[config.mk]
export PLATFORM = sky130hd
export DESIGN_NAME = timer_tick_gen
export DESIGN_NICKNAME = d
export VERILOG_FILES = /design/src/rtl/tick_pkg.sv /design/src/rtl/tick_edge_sync.sv /design/src/rtl/tick_src_mux.sv /design/src/rtl/tick_divider.sv /design/src/rtl/timer_tick_gen.sv
export SDC_FILE = /design/constraint.sdc
export NUM_CORES = 1
export LEC_CHECK = 0
export ABC_CLOCK_PERIOD_IN_PS = 1700
export BUFFER_PORTS_ARGS = -buffer_cell sky130_fd_sc_hd__buf_2
export CAP_MARGIN = 10
export CORE_MARGIN = 5
export CORE_UTILIZATION = 30
export DETAILED_ROUTE_END_ITERATION = 8
export REMOVE_ABC_BUFFERS = 1
export SYNTH_ARGS = -nofsm -noshare
export SYNTH_HDL_FRONTEND = slang
export SYNTH_SLANG_ARGS = --single-unit
[constraint.sdc]
create_clock -name clk -period 1.7 [get_ports clk]
set_input_delay 0.34 -clock clk [delete_from_list [all_inputs] [get_ports clk]]
set_output_delay 0.34 -clock clk [all_outputs]
set_load 0.005 [all_outputs]
[src/rtl/tick_pkg.sv]
package tick_pkg;

    localparam int unsigned CFG_W      = 8;
    localparam int unsigned DIV_CNT_W  = 3;
    localparam logic [CFG_W-1:0] CFG_RESET = 8'h8F;

    typedef enum logic [1:0] {
        SRC_MAIN = 2'b00,
        SRC_EXT  = 2'b01,
        SRC_SLOW = 2'b10,
        SRC_ALT  = 2'b11
    } src_sel_e;

    typedef struct packed {
        logic [1:0] div;
        src_sel_e   sel;
    } tick_cfg_t;

    typedef struct packed {
        tick_cfg_t cap;
        tick_cfg_t ivl;
    } clk_cfg_t;

    // Terminal count of the capture divider: ratio 2*(code+1), last = ratio-1.
    function automatic logic [DIV_CNT_W-1:0] cap_last(input logic [1:0] code);
        logic [DIV_CNT_W-1:0] ratio;
        ratio = DIV_CNT_W'(2 * (int'(code) + 1) - 1);
        return ratio;
    endfunction

    // Terminal count of the interval divider: ratio code+1, last = code.
    function automatic logic [DIV_CNT_W-1:0] ivl_last(input logic [1:0] code);
        return DIV_CNT_W'(code);
    endfunction

endpackage

[src/rtl/tick_edge_sync.sv]
module tick_edge_sync #(
    parameter int unsigned STAGES = 2
) (
    input  logic clk,
    input  logic rst,
    input  logic async_in,
    output logic rise_pulse
);
    localparam int unsigned LAST = STAGES - 1;

    logic [STAGES-1:0] sync_q;
    logic              hist_q;

    always_ff @(posedge clk) begin
        if (rst) begin
            sync_q <= '0;
            hist_q <= 1'b0;
        end else begin
            sync_q <= {sync_q[STAGES-2:0], async_in};
            hist_q <= sync_q[LAST];
        end
    end

    assign rise_pulse = sync_q[LAST] & ~hist_q;

endmodule

[src/rtl/tick_src_mux.sv]
module tick_src_mux
    import tick_pkg::*;
(
    input  src_sel_e sel,
    input  logic     main_en,
    input  logic     ext_en,
    input  logic     slow_en,
    input  logic     alt_en,
    output logic     src_en
);
    always_comb begin
        unique case (sel)
            SRC_MAIN: src_en = main_en;
            SRC_EXT:  src_en = ext_en;
            SRC_SLOW: src_en = slow_en;
            SRC_ALT:  src_en = alt_en;
            default:  src_en = 1'b0;
        endcase
    end

endmodule

[src/rtl/tick_divider.sv]
module tick_divider #(
    parameter int unsigned CNT_W = 3
) (
    input  logic             clk,
    input  logic             rst,
    input  logic             clr,
    input  logic             src_en,
    input  logic [CNT_W-1:0] last,
    output logic             tick
);
    logic [CNT_W-1:0] cnt_q;
    logic             tick_q;

    always_ff @(posedge clk) begin
        if (rst || clr) begin
            cnt_q  <= '0;
            tick_q <= 1'b0;
        end else begin
            tick_q <= 1'b0;
            if (src_en) begin
                if (cnt_q >= last) begin
                    cnt_q  <= '0;
                    tick_q <= 1'b1;
                end else begin
                    cnt_q <= cnt_q + 1'b1;
                end
            end
        end
    end

    assign tick = tick_q;

endmodule

[src/rtl/timer_tick_gen.sv]
module timer_tick_gen
    import tick_pkg::*;
#(
    parameter int unsigned SYNC_STAGES = 2,
    parameter int unsigned CNT_W       = DIV_CNT_W
) (
    input  logic             clk,
    input  logic             rst,
    input  logic             cfg_wr,
    input  logic [CFG_W-1:0] cfg_wdata,
    input  logic             main_en,
    input  logic             slow_en,
    input  logic             ext_clk,
    output logic [CFG_W-1:0] cfg_q,
    output logic             cap_tick,
    output logic             ivl_tick
);
    clk_cfg_t cfg_r;
    clk_cfg_t cfg_next;
    logic     cap_clr;
    logic     ivl_clr;
    logic     ext_en;
    logic     cap_src;
    logic     ivl_src;
    logic     cap_tick_w;
    logic     ivl_tick_w;

    assign cfg_next = clk_cfg_t'(cfg_wdata);

    always_ff @(posedge clk) begin
        if (rst) begin
            cfg_r <= clk_cfg_t'(CFG_RESET);
        end else if (cfg_wr) begin
            cfg_r <= cfg_next;
        end
    end

    // A write restarts only the divider whose own fields change.
    assign cap_clr = cfg_wr && (cfg_next.cap != cfg_r.cap);
    assign ivl_clr = cfg_wr && (cfg_next.ivl != cfg_r.ivl);

    tick_edge_sync #(
        .STAGES (SYNC_STAGES)
    ) u_ext_sync (
        .clk        (clk),
        .rst        (rst),
        .async_in   (ext_clk),
        .rise_pulse (ext_en)
    );

    // Capture channel: the alternate code is the off state.
    tick_src_mux u_cap_mux (
        .sel     (cfg_r.cap.sel),
        .main_en (main_en),
        .ext_en  (ext_en),
        .slow_en (slow_en),
        .alt_en  (1'b0),
        .src_en  (cap_src)
    );

    tick_divider #(
        .CNT_W (CNT_W)
    ) u_cap_div (
        .clk    (clk),
        .rst    (rst),
        .clr    (cap_clr),
        .src_en (cap_src),
        .last   (CNT_W'(cap_last(cfg_r.cap.div))),
        .tick   (cap_tick_w)
    );

    // Interval channel: the alternate code chains to the capture tick.
    tick_src_mux u_ivl_mux (
        .sel     (cfg_r.ivl.sel),
        .main_en (main_en),
        .ext_en  (ext_en),
        .slow_en (slow_en),
        .alt_en  (cap_tick_w),
        .src_en  (ivl_src)
    );

    tick_divider #(
        .CNT_W (CNT_W)
    ) u_ivl_div (
        .clk    (clk),
        .rst    (rst),
        .clr    (ivl_clr),
        .src_en (ivl_src),
        .last   (CNT_W'(ivl_last(cfg_r.ivl.div))),
        .tick   (ivl_tick_w)
    );

    assign cfg_q    = cfg_r;
    assign cap_tick = cap_tick_w;
    assign ivl_tick = ivl_tick_w;

endmodule

After elaboration in Yosys (flattened, before gate mapping)
Cells that the tools add are included.

storage, ports and cells
  register bits = 19
  latch bits = 0
  memory bits (writable) = 0
  bits in read-only memories = 0
  input port bits = 14
  output and inout port bits = 10
  word-level logic and storage cells = 42
  memories = 0

cells by class
  add/sub/neg operators = 4
  multiply operators = 0
  div/mod/pow operators = 0
  magnitude comparators = 2
  equal/unequal tests = 8
  shift operators = 0
  multiplexer cells = 6
  bitwise gates (word level) = 4
  reductions and logical operators = 8

operator list
  operator                                                                number
  2-bit equality test (second input constant)                             4
  4-bit != test                                                           2
  1-bit case mux with 4 select lines                                      2
  3-bit by 1-bit adder with 3-bit output (second input constant)          2
  3-bit two-way mux                                                       2
  2-bit by 1-bit equality test with 1-bit output (second input constant)  2
  2-bit zero test                                                         2
  2-bit OR reduction                                                      2
  3-bit by 2-bit greater-or-equal comparator with 1-bit output            1
  3-bit greater-or-equal comparator                                       1
  1-bit NOT                                                               3
  3-bit by 1-bit subtractor with 3-bit output (second input constant)     1
  2-bit by 1-bit adder with 2-bit output (second input constant)          1
  1-bit logical AND                                                       2
  1-bit logical OR                                                        2
  1-bit two-way mux                                                       2
  1-bit AND                                                               1

Longest topological paths before layout
Gate-level depths: netlist of the first run.

  depth in word-level cells = 5
  mapped depth = 6
  gate-level depth less buffers = 6

Modules after synthesis
From an unflattened synthesis of the first run, not the netlist that was laid out.

second synthesis, totals
  cell total of the unflattened synthesis = 106
  area, all modules = 1,087.3 µm²

by module, submodules not included
  module          times used  cells each  area an instance (µm²)  sequential area each (µm²)
  tick_divider    2           29          281.5                   80.1
  timer_tick_gen  1           39          391.6                   160.2
  tick_edge_sync  1           7           87.6                    60.1
  tick_src_mux    2           1           22.5                    0.0

Worst setup path after synthesis of the first run
OpenSTA, ideal clock, no wires.

  path kind = reg-to-reg
  start point = reg cfg_r, in the netlist cfg_q[6]
  end point = reg u_cap_div.cnt_q[0]
  setup time = 0.078 ns
  arrival time = 1.563 ns
  required time = 1.622 ns
  setup slack = 0.059 ns
  stages on the path, launching flop included = 7
  path buffers = 0
  clock period less this slack = 1.641 ns
  cells stage by stage = dfxtp_1 > inv_1 > ha_1 > a21o_1 > a21o_1 > a311o_1 > nor3_1

between the ends
  longest elaborated chain between the ends = 4
  elaborated cells between the ends (all ways) = 7
  classes of those cells = add/sub: 2; order compare: 1; eq/ne: 1; mux: 1; reduce/logical: 2

ends and longest elaborated chain
  what                                         RTL line              source
  start: declaration                           timer_tick_gen.sv:18  clk_cfg_t cfg_r;
  start signal: assignment                     timer_tick_gen.sv:32  cfg_r <= clk_cfg_t'(CFG_RESET);
  start signal: assignment                     timer_tick_gen.sv:34  cfg_r <= cfg_next;
  2-bit by 1-bit adder with 2-bit output       tick_pkg.sv:27        ratio = DIV_CNT_W'(2 * (int'(code) + 1) - 1);
  3-bit by 1-bit subtractor with 3-bit output  tick_pkg.sv:27
  3-bit greater-or-equal comparator            tick_divider.sv:21    if (cnt_q >= last) begin
  3-bit two-way mux                            tick_divider.sv:21
  end signal: assignment                       tick_divider.sv:25    cnt_q <= cnt_q + 1'b1;
  end: declaration                             tick_divider.sv:11    logic [CNT_W-1:0] cnt_q;

Parallel ways exist; a longest one is shown, timed or not.
A chain may end at the register's enable or synchronous reset.

Final worst setup path of the first run
  start point = reg cfg_r, in the netlist cfg_q[6]
  end point = reg u_cap_div.cnt_q[1]

The elaborated chain is that of the path after synthesis.

==> results of run 1 <==
==> how the worst max path moves through the flow <==
| stage | end | from | slack (ps) |
|---|---|---|---|
| 2_1_floorplan | u_cap_div.cnt_q[0] | cfg_q[6] | 60 |
| 5_1_grt | u_cap_div.cnt_q[2] | cfg_q[6] | -20 |
| 4_1_cts | u_cap_div.cnt_q[0] | cfg_q[6] | 40 |
| 3_5_place_dp | u_cap_div.cnt_q[0] | cfg_q[6] | 30 |
| 3_3_place_gp | u_cap_div.cnt_q[0] | cfg_wdata[4] | 80 |
| 6_report | u_cap_div.cnt_q[1] | cfg_q[6] | 50 |
==> power by group through the flow <==
stage / clock network (uW) / registers (uW) / logic (uW)
global placement: 0 / 488 / 136
detailed placement: 0 / 489 / 139
finish: 233 / 479 / 139
CTS: 250 / 479 / 140
floorplan: 0 / 490 / 75.7
global route: 277 / 483 / 157
==> metal layers <==
metal	global-route usage	vias up
li1	-	400
met1	0.117	341
met2	0.159	23
met3	0.0357	7
met4	0.0492	0
met5	0	-
==> repair_timing <==
action	in CTS	in global routing
endpoints found under the setup margin	1	1
pin swaps	1	2
resized for setup	0	2
==> cell usage after synthesis <==
library cell	count
dfxtp_1	19
xor2_1	8
nand2_1	7
a21oi_1	6
ha_1	6
inv_1	6
mux2i_1	6
nand2b_1	5
nand3_1	5
nor2b_1	5
nor2_1	3
nor3_1	3
a21o_1	2
clkbuf_1	2
o211ai_1	2
a211oi_1	1
a311o_1	1
and2_2	1
and3_1	1
and3b_1	1
mux4_2	1
nor3b_1	1
o21ai_0	1
o31ai_1	1
o41a_1	1
o41ai_1	1
or3_4	1
or4_1	1
==> sequential cells by signal (all words and copies together), names as in the netlist <==
| register | flops |
|---|---|
| u_ext_sync.hist_q | 1 |
| u_ivl_div.cnt_q | 3 |
| u_ext_sync.sync_q | 2 |
| u_cap_div.cnt_q | 3 |
| u_cap_div.tick | 1 |
| cfg_q | 8 |
| u_ivl_div.tick | 1 |
==> logic make-up (layout without fill, tap and decap cells) <==
family,count (synthesis),count (layout),synth area share
compound gates,16,16,0.117
xor+xnor,8,8,0.0748
fa+ha+maj,6,6,0.0801
buf+inv,8,36,0.0320
flops,19,19,0.406
mux,7,7,0.0881
simple gates,34,34,0.202
==> placed cells by master, fill, tap and decap left out, types with 2 or more instances in the layout <==
master    synthesis  final
a21o_1            2      2
a21oi_1           6      6
buf_2             0     23
buf_4             0      3
clkbuf_4          0      3
dfxtp_1          19     18
ha_1              6      6
inv_1             6      6
mux2i_1           6      6
nand2_1           7      7
nand2b_1          5      5
nand3_1           5      5
nor2_1            3      3
nor2b_1           5      5
nor3_1            3      2
o211ai_1          2      2
xor2_1            8      8
==> area by class of cell <==
class / instances / area share
multi-input combinational: 71 / 0.460
sequential: 19 / 0.330
timing repair buffer: 26 / 0.119
tap: 44 / 0.0476
clock buffer: 3 / 0.0195
inverter: 6 / 0.0195
clock inverter: 1 / 0.00433
==> stage by stage <==
step / instances / util / TNS, ps / instance area, sq um
final: 170 / 0.382 / 0 / 1160
after global routing: 170 / 0.382 / -32.4 / 1160
after CTS: 170 / 0.380 / 0 / 1150
after detailed placement: 166 / 0.371 / 0 / 1120
after global placement: 166 / 0.371 / 0 / 1120
after floorplan: 96 / - / 0 / 930
==> critical path: cells and delay by family (launching register included) <==
kind	cells	cell delay (ps)
DFF	1	340
adders and majority gates	1	280
AOI/OAI and AO/OA	4	920
buffers and inverters	1	40
==> impl_metrics.py, run 1 <==
metrics = {
    "yosys": {
        "synth_area_sq_um": 937,
        "synth.area.top_cells": "dfxtp_1, ha_1, xor2_1",
        "yosys.area.top_type": "dfxtp_1",
        "yosysTopAreaCellShare": 0.406,
        "ys_seq_area_frac": 0.406,
        "ys_ff_latch": 19,
        "ys_warn_count": 0,
        "synth_area_per_cell_sq_um": 9.56,
        "synth_cell_types": 28,
        "synth_cells": 98,
    },
    "layout": {
        "regArea_sq_um": 382,
        "area_delta_synth_final_pct": 23.4,
        "drive_gt1_frac": 0.278,
        "nets": 147,
        "multi_input_area_sq_um": 532,
        "nFillCells": 321,
        "num_antenna_cells": 0,
    },
    "timing": {
        "tightest_slew_ps": 305,
        "drv_slew": 0,
        "setup_viol": 0,
        "skew_ps": 9.09,
        "rsz0062_at_grt": "true",
        "hold_viol_final": 0,
        "whs_ps": 246,
        "slew_headroom": 0.795,
        "finalCriticalPeriod_ps": 1650,
        "fin_ws_ps": 54.3,
        "min_period_over_period": 0.968,
        "fmax_ghz": 0.608,
    },
    "cts": {
        "cts_tree": "yes",
        "clockBufferDepth": 2,
        "cts_root_buffer": "clkbuf_4",
        "hold_buffers": 0,
        "numCtsBuffers": 3,
        "htree_levels": 1,
        "cts.sinks": 19,
        "path_clk_slew_ps": 120,
        "insertion_delay_ps": 300,
        "cts_setup_buffers": 0,
    },
    "floorplan": {
        "io_pins": 24,
        "start_util": 0.310,
        "core-area_sq_um": 3030,
        "rows": 20,
        "die_height_microns": 65.9,
        "die_w_microns": 65.9,
        "die_area_sq_um": 4340,
    },
    "power_and_ir_drop": {
        "sw_frac_of_total": 0.270,
        "p_comb_frac": 0.163,
        "p_seq_frac": 0.563,
        "vdd_ir_drop_max_uv": 336,
        "clkPwrFrac": 0.274,
        "total_power_uw": 850,
        "cellPowerDensity_nw_per_um2": 736,
        "p_sw_uw": 230,
        "internal-power_uw": 621,
        "power_leakage_uw": 0.000542,
    },
    "place": {
        "dp_slack_ps": 30.2,
        "gp_congestion": 0.738,
        "io_buffers": 23,
        "dpl.hpwl_microns": 1580,
    },
    "routing": {
        "detail_route.first_pass.iterations": 2,
        "wl_met3_microns": 134,
        "wl_met2_microns": 876,
        "wl_per_cell_microns": 11.4,
        "via_per_inst": 4.54,
        "drt_iter0_drc": 2,
        "ant_nets": 0,
        "wirelength_microns": 1940,
        "vias": 771,
        "met1_length_microns": 885,
        "routed.top_layer": "met4",
        "drc": 0,
    },
    "status": {
        "status": "completed",
    },
    "global_route": {
        "grt_first_pass_wirelength_microns": 3350,
        "grt_use_total": 0.0996,
        "grt_antenna_before_repair": 0,
        "overflow": 0,
        "grt_max_degree": 13,
        "grt_pass1_vias": 803,
    },
    "setup_path": {
        "startpoint_type": "register",
        "crit_path_cell_trace": "inv_1, ha_1, a21o_1, a21o_1, a311o_1, a21oi_1",
        "slowest_stage": "a311o_1",
        "slowest_delay_ps": 400,
        "crit_required_ps": 1920,
        "cpMostUsedCell": "a21o_1",
        "r2r_setup_slack_ps": 50,
        "cp-end-kind": "register",
        "r2r_end": "u_cap_div.cnt_q[1]",
        "r2r_start": "cfg_q[6]",
        "path_max_fanout": 3,
        "path_class": "reg2reg",
        "worstPathArrival_ps": 1870,
        "reg2reg_depth": 6,
    },
    "worst_hold_path": {
        "worstHoldPathCells": 2,
        "min_path_type": "in2reg",
        "min_from": "ext_clk",
        "whs_endpoint": "u_ext_sync.sync_q[0]",
    },
    "job": {
        "cap_violations": 0,
    },
}
(Power assumes the default switching activity.)
==> run 2, diff against run 1 <==
ABC_AREA = 1   (was default)
CORE_UTILIZATION = 44   (was 30)
PLACE_DENSITY = 0.7   (was default)
TNS_END_PERCENT = 50   (was default)
==> impl_metrics.py, run 2 <==
metrics = {
    "yosys": {
        "synth.area.top_cells": "dfxtp_1, nand2_1, nor2_1",
        "synth_cells": 173,
        "synth_area_per_cell_sq_um": 6.21,
        "synth_cell_types": 16,
        "synth-main-ff-cell": "dfxtp_1",
        "ys_seq_area_frac": 0.354,
        "synth_edf_count": 0,
        "synthArstFlopShare": 0,
        "synth_common_cells": "nand2_1, nor2_1, inv_1, dfxtp_1, a21oi_1",
        "synth_area_sq_um": 1070,
        "yosys.area.top_type": "dfxtp_1",
        "ys_warn_count": 0,
        "yosysTopAreaCellShare": 0.354,
        "ys_ff_latch": 19,
        "yosysMostFrequentCell": "nand2_1",
    },
    "job": {
        "cap_violations": 0,
    },
    "routing": {
        "detail_route.first_pass.iterations": 4,
        "drt_iter0_drc": 34,
        "vias": 1071,
        "wirelength_microns": 2200,
        "via_per_inst": 4.72,
        "wl_per_cell_microns": 9.68,
        "ant_nets": 0,
        "drc": 0,
    },
    "setup_path": {
        "slowest_delay_ps": 360,
        "slowest_stage": "dfxtp_1",
        "crit_required_ps": 1940,
        "worstPathArrival_ps": 1620,
        "cp-end-kind": "register",
        "path_class": "reg2reg",
        "startpoint_type": "register",
        "cpMostUsedCell": "nor2_1",
        "crit_path_cell_trace": "inv_1, ha_1, nand2_1, nand2_1, nor2_1, nand2_1, nor2_1, nor2_1, nor2_1",
        "path_max_fanout": 3,
    },
    "cts": {
        "cts_setup_buffers": 0,
        "cts.sinks": 19,
        "cts_root_buffer": "clkbuf_4",
        "clockBufferDepth": 2,
        "hold_buffers": 0,
        "htree_levels": 1,
        "numCtsBuffers": 3,
        "cts_tree": "yes",
        "insertion_delay_ps": 290,
        "path_clk_slew_ps": 100,
        "cts.repair.resized": 0,
    },
    "power_and_ir_drop": {
        "cellPowerDensity_nw_per_um2": 708,
        "power_leakage_uw": 0.000694,
        "vdd_ir_drop_max_uv": 495,
    },
    "layout": {
        "area_delta_synth_final_pct": 15.3,
        "layout_common_cells": "nand2_1, nor2_1, inv_1, buf_2, dfxtp_1",
        "final_common_cell": "nand2_1",
        "largest_reg_flops": 8,
        "nets": 218,
        "nFillCells": 246,
        "drive_gt1_frac": 0.168,
        "num_antenna_cells": 0,
    },
    "global_route": {
        "overflow": 0,
        "grt_antenna_before_repair": 0,
        "grt_first_pass_wirelength_microns": 3730,
        "grt_pass1_vias": 945,
        "grt_max_degree": 19,
        "grt_use_total": 0.137,
    },
    "floorplan": {
        "rows": 18,
        "die_area_sq_um": 3530,
        "core-area_sq_um": 2410,
        "io_pins": 24,
        "start_util": 0.446,
        "die_height_microns": 59.4,
        "die_w_microns": 59.4,
    },
    "status": {
        "status": "completed",
    },
    "timing": {
        "fmax_ghz": 0.725,
        "skew_ps": 0.841,
        "tns_ps": 0,
        "finalCriticalPeriod_ps": 1380,
        "setup_viol": 0,
        "tightest_slew_ps": 290,
        "rsz0062_at_grt": "false",
        "min_period_over_period": 0.811,
        "slew_headroom": 0.806,
        "drv_slew": 0,
        "fin_ws_ps": 321,
        "hold_viol_final": 0,
    },
    "place": {
        "dpl.hpwl_microns": 1730,
        "gp_congestion": 0.785,
        "dp_slack_ps": 357,
        "io_buffers": 23,
    },
    "worst_hold_path": {
        "min_path_type": "in2reg",
    },
}
[run 2: changes by cell type after synthesis, moves of 5 or more]
cell | previous run | this run
nor2b_1 | 5 | 0
nor2_1 | 3 | 35
mux2i_1 | 6 | 0
o21ai_0 | 1 | 8
inv_1 | 6 | 28
nand2_1 | 7 | 46
nand2b_1 | 5 | 0
xor2_1 | 8 | 1
a21oi_1 | 6 | 11
[run 2: report_power, final]
part / total, uW / switching [uW] / internal, uW
clock: 227 / 135 / 91.4
sequential: 483 / 17.3 / 466
combinational: 167 / 101 / 66.5
total: 877 / 253 / 624
[run 2: final timing paths]
| kind | startpoint | end | cells after the start | slack, ps |
|---|---|---|---|---|
| worst max-delay path | cfg_q[7] | u_cap_div.cnt_q[0] | 9 | 320 |
| worst min-delay path | ext_clk | u_ext_sync.sync_q[0] | 3 | 240 |
| worst max register to register | cfg_q[7] | u_cap_div.cnt_q[0] | 9 | 320 |
| worst min register to register | u_ext_sync.sync_q[0] | u_ext_sync.sync_q[1] | 2 | 410 |
[run 2: layout make-up]
| class | instances | area [sq um] | area share |
|---|---|---|---|
| flip-flops and latches | 19 | 380 | 0.307 |
| multi-input cells | 120 | 563 | 0.455 |
| repair buffers | 23 | 115 | 0.0929 |
| well taps | 30 | 37.5 | 0.0303 |
| inverters | 31 | 116 | 0.0939 |
| clock buffers | 4 | 26.3 | 0.0212 |
[run 2: per-stage QoR]
step / total power [uW] / utilization / cell area, sq um / hold WS [ps] / std cells
3_3_place_gp: 656 / 0.503 / 1210 / 392 / 223
5_1_grt: 940 / 0.514 / 1240 / 252 / 227
4_1_cts: 895 / 0.514 / 1240 / 232 / 227
2_1_floorplan: 599 / - / 1060 / 388 / 170
6_report: 877 / 0.514 / 1240 / 240 / 227
3_5_place_dp: 661 / 0.503 / 1210 / 400 / 223
[run 2: worst max-delay path, delay by kind of cell, from the launching register on]
family	cells	cell delay, ps
simple gates	7	610
flops	1	360
fa+ha+maj	1	290
buf+inv	1	80
[run 2: metal layers]
metal | up-vias | wire length, microns | part of all wire | GRT usage
met5 | - | 0 | 0 | 0
li1 | 572 | - | - | -
met4 | 0 | 34 | 0.015 | 0.0841
met1 | 463 | 1020 | 0.46 | 0.172
met3 | 4 | 143 | 0.065 | 0.0240
met2 | 32 | 1000 | 0.46 | 0.217
[run 2: cells by family (layout without fill, tap and decap cells)]
kind of cell,after synthesis,in the layout,synth area share
adder cells (fa/ha/maj),6,6,0.0698
AND/OR/NAND/NOR,92,92,0.348
buffers and inverters,34,58,0.122
flip-flops,19,19,0.354
XOR/XNOR,1,1,0.00815
AO/OA/AOI/OAI,21,21,0.0978
